### src/rtl/fsc_pkg.sv
package fsc_pkg;

    localparam int OPC_W = 4;

    typedef enum logic [OPC_W-1:0] {
        OP_NULL  = 4'd0,
        OP_PUSH  = 4'd1,
        OP_POP   = 4'd2,
        OP_WRITE = 4'd3,
        OP_ADD   = 4'd4,
        OP_SUB   = 4'd5,
        OP_MUL   = 4'd6,
        OP_JUMP  = 4'd7,
        OP_SKLT  = 4'd8,
        OP_SKEQ  = 4'd9,
        OP_AND   = 4'd10,
        OP_OR    = 4'd11,
        OP_XOR   = 4'd12,
        OP_NOR   = 4'd13,
        OP_SHL   = 4'd14,
        OP_ROL   = 4'd15
    } opcode_e;

    typedef enum logic [1:0] {
        ST_FETCH,
        ST_DECODE,
        ST_EXEC,
        ST_HALT
    } state_e;

    typedef enum logic [1:0] {
        STK_HOLD,
        STK_PUSH,
        STK_POP,
        STK_LOAD
    } stk_cmd_e;

endpackage

### src/rtl/fsc_alu.sv
module fsc_alu
    import fsc_pkg::*;
#(
    parameter int DATA_W = 16,
    parameter int CNT_W  = 12
) (
    input  opcode_e           op,
    input  logic [DATA_W-1:0] face,
    input  logic [DATA_W-1:0] operand,
    input  logic [CNT_W-1:0]  count,
    output logic [DATA_W-1:0] result
);
    // Rotation uses the low bits of the count (DATA_W is a power of two).
    localparam int ROT_W = $clog2(DATA_W);

    logic [2*DATA_W-1:0] product;
    logic [2*DATA_W-1:0] doubled;
    logic [ROT_W-1:0]    rot_amt;

    always_comb begin
        product = {{DATA_W{1'b0}}, face} * {{DATA_W{1'b0}}, operand};
        rot_amt = count[ROT_W-1:0];
        doubled = {face, face} << rot_amt;
        case (op)
            OP_ADD:  result = face + operand;
            OP_SUB:  result = face - operand;
            OP_MUL:  result = product[DATA_W-1:0];
            OP_AND:  result = face & operand;
            OP_OR:   result = face | operand;
            OP_XOR:  result = face ^ operand;
            OP_NOR:  result = ~(face | operand);
            OP_SHL:  result = (count >= CNT_W'(DATA_W)) ? '0 : (face << count);
            OP_ROL:  result = doubled[2*DATA_W-1:DATA_W];
            default: result = face;
        endcase
    end

endmodule

### src/rtl/fsc_stack.sv
module fsc_stack
    import fsc_pkg::*;
#(
    parameter int DATA_W = 16,
    parameter int DEPTH  = 16
) (
    input  logic              clk,
    input  logic              rst,
    input  stk_cmd_e          cmd,
    input  logic [DATA_W-1:0] din,
    output logic [DATA_W-1:0] face,
    output logic [DATA_W-1:0] second
);
    logic [DATA_W-1:0] ent_q [DEPTH];

    for (genvar i = 0; i < DEPTH; i++) begin : g_ent
        if (i == 0) begin : g_top
            always_ff @(posedge clk) begin
                if (rst) ent_q[i] <= '0;
                else begin
                    case (cmd)
                        STK_PUSH, STK_LOAD: ent_q[i] <= din;
                        STK_POP:            ent_q[i] <= ent_q[i+1];
                        default:            ent_q[i] <= ent_q[i];
                    endcase
                end
            end
        end else if (i == DEPTH-1) begin : g_bottom
            always_ff @(posedge clk) begin
                if (rst) ent_q[i] <= '0;
                else begin
                    case (cmd)
                        STK_PUSH: ent_q[i] <= ent_q[i-1];
                        STK_POP:  ent_q[i] <= '0;
                        default:  ent_q[i] <= ent_q[i];
                    endcase
                end
            end
        end else begin : g_mid
            always_ff @(posedge clk) begin
                if (rst) ent_q[i] <= '0;
                else begin
                    case (cmd)
                        STK_PUSH: ent_q[i] <= ent_q[i-1];
                        STK_POP:  ent_q[i] <= ent_q[i+1];
                        default:  ent_q[i] <= ent_q[i];
                    endcase
                end
            end
        end
    end

    assign face   = ent_q[0];
    assign second = ent_q[1];

endmodule

### src/rtl/facestack_cpu.sv
module facestack_cpu
    import fsc_pkg::*;
#(
    parameter int DATA_W      = 16,
    parameter int STACK_DEPTH = 16
) (
    input  logic                      clk,
    input  logic                      rst,
    output logic                      halted,
    output logic [DATA_W-OPC_W-1:0]   mem_addr,
    output logic [DATA_W-1:0]         mem_wdata,
    input  logic [DATA_W-1:0]         mem_rdata,
    output logic                      mem_we
);
    localparam int X_W = DATA_W - OPC_W;

    state_e            state_q, state_d;
    logic [X_W-1:0]    pc_q, pc_d;
    opcode_e           ir_op_q;
    logic [X_W-1:0]    ir_x_q;
    opcode_e           cur_op;
    logic [X_W-1:0]    cur_x;
    logic              in_decode;
    stk_cmd_e          stk_cmd;
    logic [DATA_W-1:0] stk_din;
    logic [DATA_W-1:0] face, second;
    logic [DATA_W-1:0] alu_res;
    logic [DATA_W-1:0] x_ext;

    assign in_decode = (state_q == ST_DECODE);
    assign cur_op    = in_decode ? opcode_e'(mem_rdata[DATA_W-1 -: OPC_W]) : ir_op_q;
    assign cur_x     = in_decode ? mem_rdata[X_W-1:0] : ir_x_q;
    assign x_ext     = DATA_W'(cur_x);
    assign halted    = (state_q == ST_HALT);
    assign mem_wdata = face;

    fsc_stack #(.DATA_W(DATA_W), .DEPTH(STACK_DEPTH)) u_stack (
        .clk    (clk),
        .rst    (rst),
        .cmd    (stk_cmd),
        .din    (stk_din),
        .face   (face),
        .second (second)
    );

    fsc_alu #(.DATA_W(DATA_W), .CNT_W(X_W)) u_alu (
        .op      (cur_op),
        .face    (face),
        .operand (mem_rdata),
        .count   (cur_x),
        .result  (alu_res)
    );

    always_comb begin
        state_d  = state_q;
        pc_d     = pc_q;
        mem_addr = pc_q;
        mem_we   = 1'b0;
        stk_cmd  = STK_HOLD;
        stk_din  = alu_res;
        case (state_q)
            ST_FETCH: state_d = ST_DECODE;
            ST_DECODE: begin
                state_d = ST_FETCH;
                pc_d    = pc_q + X_W'(1);
                case (cur_op)
                    OP_NULL: begin
                        state_d = ST_HALT;
                        pc_d    = pc_q;
                    end
                    OP_POP: begin
                        mem_addr = cur_x;
                        mem_we   = 1'b1;
                        stk_cmd  = STK_POP;
                    end
                    OP_WRITE: begin
                        mem_addr = cur_x;
                        mem_we   = 1'b1;
                    end
                    OP_JUMP: pc_d = cur_x;
                    OP_SKLT: if (!(face < x_ext)) pc_d = pc_q + X_W'(2);
                    OP_SKEQ: if (face != x_ext) pc_d = pc_q + X_W'(2);
                    OP_SHL, OP_ROL: stk_cmd = STK_LOAD;
                    default: begin
                        mem_addr = cur_x;
                        state_d  = ST_EXEC;
                    end
                endcase
            end
            ST_EXEC: begin
                state_d = ST_FETCH;
                if (cur_op == OP_PUSH) begin
                    stk_cmd = STK_PUSH;
                    stk_din = mem_rdata;
                end else begin
                    stk_cmd = STK_LOAD;
                end
            end
            default: state_d = ST_HALT;
        endcase
    end

    always_ff @(posedge clk) begin
        if (rst) begin
            state_q <= ST_FETCH;
            pc_q    <= '0;
            ir_op_q <= OP_NULL;
            ir_x_q  <= '0;
        end else begin
            state_q <= state_d;
            pc_q    <= pc_d;
            if (in_decode) begin
                ir_op_q <= cur_op;
                ir_x_q  <= cur_x;
            end
        end
    end

endmodule

### config.mk
export PLATFORM = sky130hd
export DESIGN_NAME = facestack_cpu
export DESIGN_NICKNAME = d
export VERILOG_FILES = /design/src/rtl/fsc_pkg.sv /design/src/rtl/fsc_alu.sv /design/src/rtl/fsc_stack.sv /design/src/rtl/facestack_cpu.sv
export SDC_FILE = /design/constraint.sdc
export NUM_CORES = 1
export LEC_CHECK = 0
export BUFFER_PORTS_ARGS = -buffer_cell sky130_fd_sc_hd__buf_4
export CORE_ASPECT_RATIO = 1.25
export CORE_MARGIN = 2
export CORE_UTILIZATION = 35
export DETAILED_ROUTE_END_ITERATION = 6
export PLACE_DENSITY = 0.61
export SLEW_MARGIN = 5
export SYNTH_ARGS = -nofsm -noshare
export SYNTH_HDL_FRONTEND = slang
export SYNTH_SLANG_ARGS = --single-unit
### constraint.sdc
create_clock -name clk -period 24.1 [get_ports clk]
set_input_delay 1.205 -clock clk [delete_from_list [all_inputs] [get_ports clk]]
set_output_delay 1.205 -clock clk [all_outputs]
set_load 0.005 [all_outputs]
* Yosys cells after proc, flatten, opt, wreduce, memory -nomap -nowiden
Memory sizes are Yosys's and may differ from the RTL's.
Cells that the tools add are included.
** Storage, ports and cells
- Register bits :: 30
- Bits in latches :: 0
- RAM bits :: 256
- Memory bits (read-only) :: 0
- Input bits :: 18
- Output and inout port bits :: 30
- Word-level logic and storage cells :: 182
- Memories kept :: 1
** Operators by class
- Add/subtract/negate cells :: 4
- Multiply operators :: 1
- Divide/modulo/power cells :: 0
- $lt $le $gt $ge :: 2
- Equal/unequal tests :: 22
- Shifts and indexed selects :: 2
- Multiplexer cells :: 83
- Bitwise operators :: 53
- Reduce and logical (&&, ||, !) cells :: 10
** Memories
- u_stack.ent_q :: depth 16, bits a word 16, rd ports 16, clocked after memory_dff 0, wr ports 16, line fsc_stack.sv:14 : logic [DATA_W-1:0] ent_q [DEPTH];
** Operators by type and width (count)
- $mux W16 :: 51
- $pmux W16 S9 :: 1
- $mux W12 :: 5
- $or A1 B1 Y1 :: 48
- $pmux W12 S4 :: 1
- $eq A4 B4 Y1 const B :: 8
- $shl A32 B4 Y32 :: 1
- $mux W1 :: 19
- $add A16 B16 Y16 :: 1
- $and A16 B16 Y16 :: 1
- $eq A4 B3 Y1 const B :: 4
- $lt A16 B12 Y1 :: 1
- $mul A16 B16 Y16 :: 1
- $ne A16 B12 Y1 :: 1
- $not A16 Y16 :: 1
- $or A16 B16 Y16 :: 1
- $shl A16 B12 Y16 :: 1
- $sub A16 B16 Y16 :: 1
- $xor A16 B16 Y16 :: 1
- $add A12 B1 Y12 const B :: 1
- $add A12 B2 Y12 const B :: 1
- $ge A12 B5 Y1 const B :: 1
- $pmux W2 S2 :: 3
- $eq A2 B2 Y1 const B :: 4
- other kinds (14) :: 19

* Longest topological paths before layout
- Depth after elaboration :: 14
- Depth in mapped cells :: 24
- Gate-level depth less buffers :: 22

* By module
From an unflattened synthesis, not the netlist that was laid out.
** Second synthesis, totals
- Cell total of the unflattened synthesis :: 2435
- Area, all modules :: 22276.4 um2
** By module, submodules not included
- fsc_stack :: instances 1, cells each 1101, area an instance 12370.6 um2, sequential area each 7687.4 um2
- fsc_alu :: instances 1, cells each 990, area an instance 7294.5 um2, sequential area each 0.0 um2
- facestack_cpu :: instances 1, cells each 344, area an instance 2611.3 um2, sequential area each 600.6 um2

* Worst setup path before layout
Ideal clock, no wire load.
- Path kind :: input to register
- Start :: input mem_rdata[13]
- End :: memory u_stack.ent_q[10][0] (enable)
- Library setup time :: 0.625 ns
- Arrival :: 7.784 ns
- Required time :: 23.475 ns
- Path slack :: 15.692 ns
- Stages :: 11
- Path buffers :: 2
- Cell sequence :: buf_2 > clkinv_1 > a32o_1 > nand2_1 > a21oi_1 > nand2b_1 > inv_1 > ha_1 > clkbuf_1 > o21ai_0 > nand2b_1
** RTL lines
- from (decl) :: line facestack_cpu.sv:12 : input logic [DATA_W-1:0] mem_rdata,
- to (decl) :: line fsc_stack.sv:14

==> run summary <==
* finished, final reports clean — status
* 20.9% — headroom to the max-slew limit
* 19300 um2 — cell area after synthesis
* 5 — number of iterations in the first detailed-routing pass
* clkbuf_16 — clock root buffer
* flop — kind of launch point of the worst setup path
* 20.6% — total global-route track usage
* 0 — global-route congestion overflow total
* 42.8% — sequential share of the synthesized area
* 5489 — number of filler instances in the final layout
* reg -> reg — Worst Setup Path Type
* 0 — max-capacitance violation count
* 2069 — Nets
* 0.06 ns — clock input transition at the sequential cells of the worst setup and hold paths
* false — setup repair after global routing missed its margin
* 286 — number of storage elements in the synthesis netlist
* 0 — max-slew violations
* 0.0195 ns — skew final
* 0 ns — accumulated negative setup slack
* 286 — CTS sink cnt
* 0 — remaining routing DRC violations
* flop — crit end category
* edfxtp_1 — most instantiated flip-flop cell in the synthesis netlist
* 0.54 ns — clock insertion delay at the later pin of the skew report
* edfxtp_1 (256), a22o_1 (211), nand2_1 (179) — most frequent cells in the layout
* 10 — Critical Path Fanout Max
* 1861 — number of cells produced by synthesis
* 0% — async set-or-reset flop fraction in the synthesized netlist
* 47 — Port Buffers
* 74 — library cells used by synthesis
* 48 — I/O Pins
* 6.41 ns — shortest clock period the worst path allows after layout
* 0 — warning count from the yosys run
* 3.25% — GR Util met3
* 26.6% — post-route clock period utilization
* 256 — number of flops mapped to enable cells by yosys
* 0.0000456 V — largest vdd supply drop
* 1275 — number of DRC violations after detailed-routing iteration 0
* 26.5% — met1 layer usage reported by global route
* 5.66 — via count normalized by instance count
* edfxtp_1 — leading cell type in the layout, fill and taps excluded
* 24.35 ns — worst path required time
* 33.1% — Global Route met2 Usage
* 1.59 mW — Final Power
* 241 — pin count of the biggest net entering global routing
* 0 — number of antenna-violating nets in the routed design
* 0 — antenna cells
* 8.46 nW — leakage
* 54800 um2 — core area
* built — CTS tree
* 34.5% — net switching share of the total power
* 59100 um — final WL
* met2 — highest-utilization routing layer at the global route stage
* 32.7% — Combinational Power Share
* 14800 — detailed-route via count
* 10.8% — signed area change from the synthesized netlist to the final layout
* 10.4 um2 — Syn Area/Cell
* 0.548 mW — net switching power
* 2078 — synthesized netlist net count
* 0 — number of hold violations in the final report
* 96 — cell row count
* 74.1 nW/um2 — PwrDens
* 1.01 — gpl congestion
* 14600 — vias in the first global route
* 41100 um — placed wire-length estimate after detailed placement
* 7.74% — layout cells sized above 1
* 6.66 ns — data arrival time of the critical path
* 57200 um2 — die area
* 1.19 ns — worst-margin pin slew
* 0.156 GHz — top achievable clock speed
* 0 — number of antenna violations at the first check in global routing
* 34 — TritonCTS buffer count
* 1.04 mW — internal power summed over all cells
* 267 um — Vert. Die Dim
* 30.4% — clock power share
* 0 — number of buffers inserted by post-CTS setup repair
* 214 um — Die Wd
* 3 — maximum buffer depth of the clock tree
* 35.3% — effective utilization at floorplan
* 0 — number of cells upsized or downsized after cts
* 0 — # hold bufs at CTS
* 22.7 um — average routed wire per standard cell
* 0 — Finish-stage setup viols
* 36.9% — Sequential Power Share
* 2 — Max H-tree Level
* reg -> reg — type of the most critical hold path
* 90900 um — global-route wire length before repair
-- kinds of logic after synthesis --
family | synth area share (%)
AO/OA/AOI/OAI | 20.1
AND/OR/NAND/NOR | 10.4
buffers and inverters | 5.83
flip-flops | 42.8
adder cells (fa/ha/maj) | 16.0
XOR/XNOR | 3.12
multiplexers | 1.71
-- state kept, by name, indices dropped and copies added (netlist names) --
| signal | flops |
|---|---|
| ir_op_q | 4 |
| u_stack.ent_q | 256 |
| state_q | 2 |
| ir_x_q | 12 |
| pc_q | 12 |
-- path summary, 6_finish.rpt --
path	startpoint	end	slack, ns	depth (start not counted)
max	u_stack.ent_q[0][7]	u_stack.ent_q[0][15]	17.69	20
min	u_stack.ent_q[15][2]	u_stack.ent_q[14][2]	0.54	1
min reg2reg	u_stack.ent_q[15][2]	u_stack.ent_q[14][2]	0.54	1
max reg2reg	u_stack.ent_q[0][7]	u_stack.ent_q[0][15]	17.69	20
-- Yosys cell counts (4+ instances only) --
library cell | count | area, um2
clkbuf_1 | 100 | 375
o21ai_0 | 55 | 275
buf_1 | 7 | 26.3
nor2b_1 | 7 | 43.8
o211ai_1 | 10 | 75.1
xnor2_1 | 58 | 508
clkinv_1 | 8 | 30.0
o21a_1 | 13 | 97.6
a211oi_1 | 11 | 82.6
mux2_2 | 4 | 45.0
inv_1 | 152 | 571
xor2_1 | 11 | 96.3
a21o_1 | 7 | 52.6
buf_2 | 15 | 75.1
a22oi_1 | 19 | 143
nand2b_1 | 12 | 75.1
mux2i_1 | 25 | 250
a2111oi_0 | 5 | 43.8
nor3_1 | 26 | 130
nand4_1 | 7 | 43.8
nor4_1 | 7 | 43.8
o221ai_1 | 11 | 96.3
dfxtp_1 | 30 | 601
a31oi_1 | 8 | 50.1
o41ai_1 | 5 | 43.8
o22ai_1 | 9 | 56.3
and3_1 | 4 | 25.0
a22o_1 | 211 | 1850
ha_1 | 118 | 1480
nand3_1 | 16 | 80.1
nand2_1 | 179 | 672
a221oi_1 | 16 | 140
and2_1 | 20 | 125
o211a_1 | 4 | 40.0
edfxtp_1 | 256 | 7690
a21oi_1 | 97 | 485
fa_1 | 81 | 1620
nor2_1 | 173 | 649
-- metrics by stage --
stage / setup slack, ns / util, % / instances / hold WS [ns] / instance area, um2
CTS: 17.69 / 39.1 / 2609 / 0.545 / 21400
detailed placement: 17.23 / 37.3 / 2551 / 0.535 / 20400
global placement: 17.26 / 37.3 / 2551 / 0.526 / 20400
global route: 17.45 / 39.1 / 2609 / 0.563 / 21400
floorplan: 15.69 / - / 1861 / 0.505 / 19300
finish: 17.69 / 39.1 / 2609 / 0.542 / 21400
-- per-layer routing --
layer | wire, um | vias to the layer above
met5 | 0 | -
met4 | 3610 | 0
met3 | 3340 | 164
met2 | 27200 | 541
met1 | 25000 | 7338
li1 | - | 6728
-- area by class of cell --
type	instances	area (um2)	share of cell area, %
Clock buffer	37	883	4.12
Clock inverter	21	133	0.619
Tap cell	735	920	4.29
Inverter	162	608	2.84
Timing Repair Buffer	82	628	2.93
Sequential cell	286	8290	38.7
Multi-Input combinational cell	1286	9960	46.5
-- power groups by stage --
stage | Clock (mW) | Combinational [mW] | Sequential, mW
finish | 0.482 | 0.520 | 0.586
global route | 0.513 | 0.569 | 0.589
CTS | 0.497 | 0.514 | 0.586
detailed placement | 0 | 0.511 | 0.596
global placement | 0 | 0.506 | 0.595
floorplan | 0 | 0.353 | 0.594
-- worst max-delay path, cell delays in order, from the launching register on --
cell      delay, ns
edfxtp_1       0.87
inv_2          0.32
nor2_1         0.23
fa_1           0.42
inv_1          0.08
fa_1           0.43
fa_1           0.50
fa_1           0.56
inv_1          0.05
fa_1           0.47
inv_1          0.05
fa_1           0.48
inv_1          0.05
ha_1           0.38
nand3_1        0.10
a21oi_1        0.18
nor2_1         0.08
a211o_1        0.30
xnor2_1        0.15
a221oi_1       0.29
o21ai_0        0.13
(Power assumes the default switching activity.)
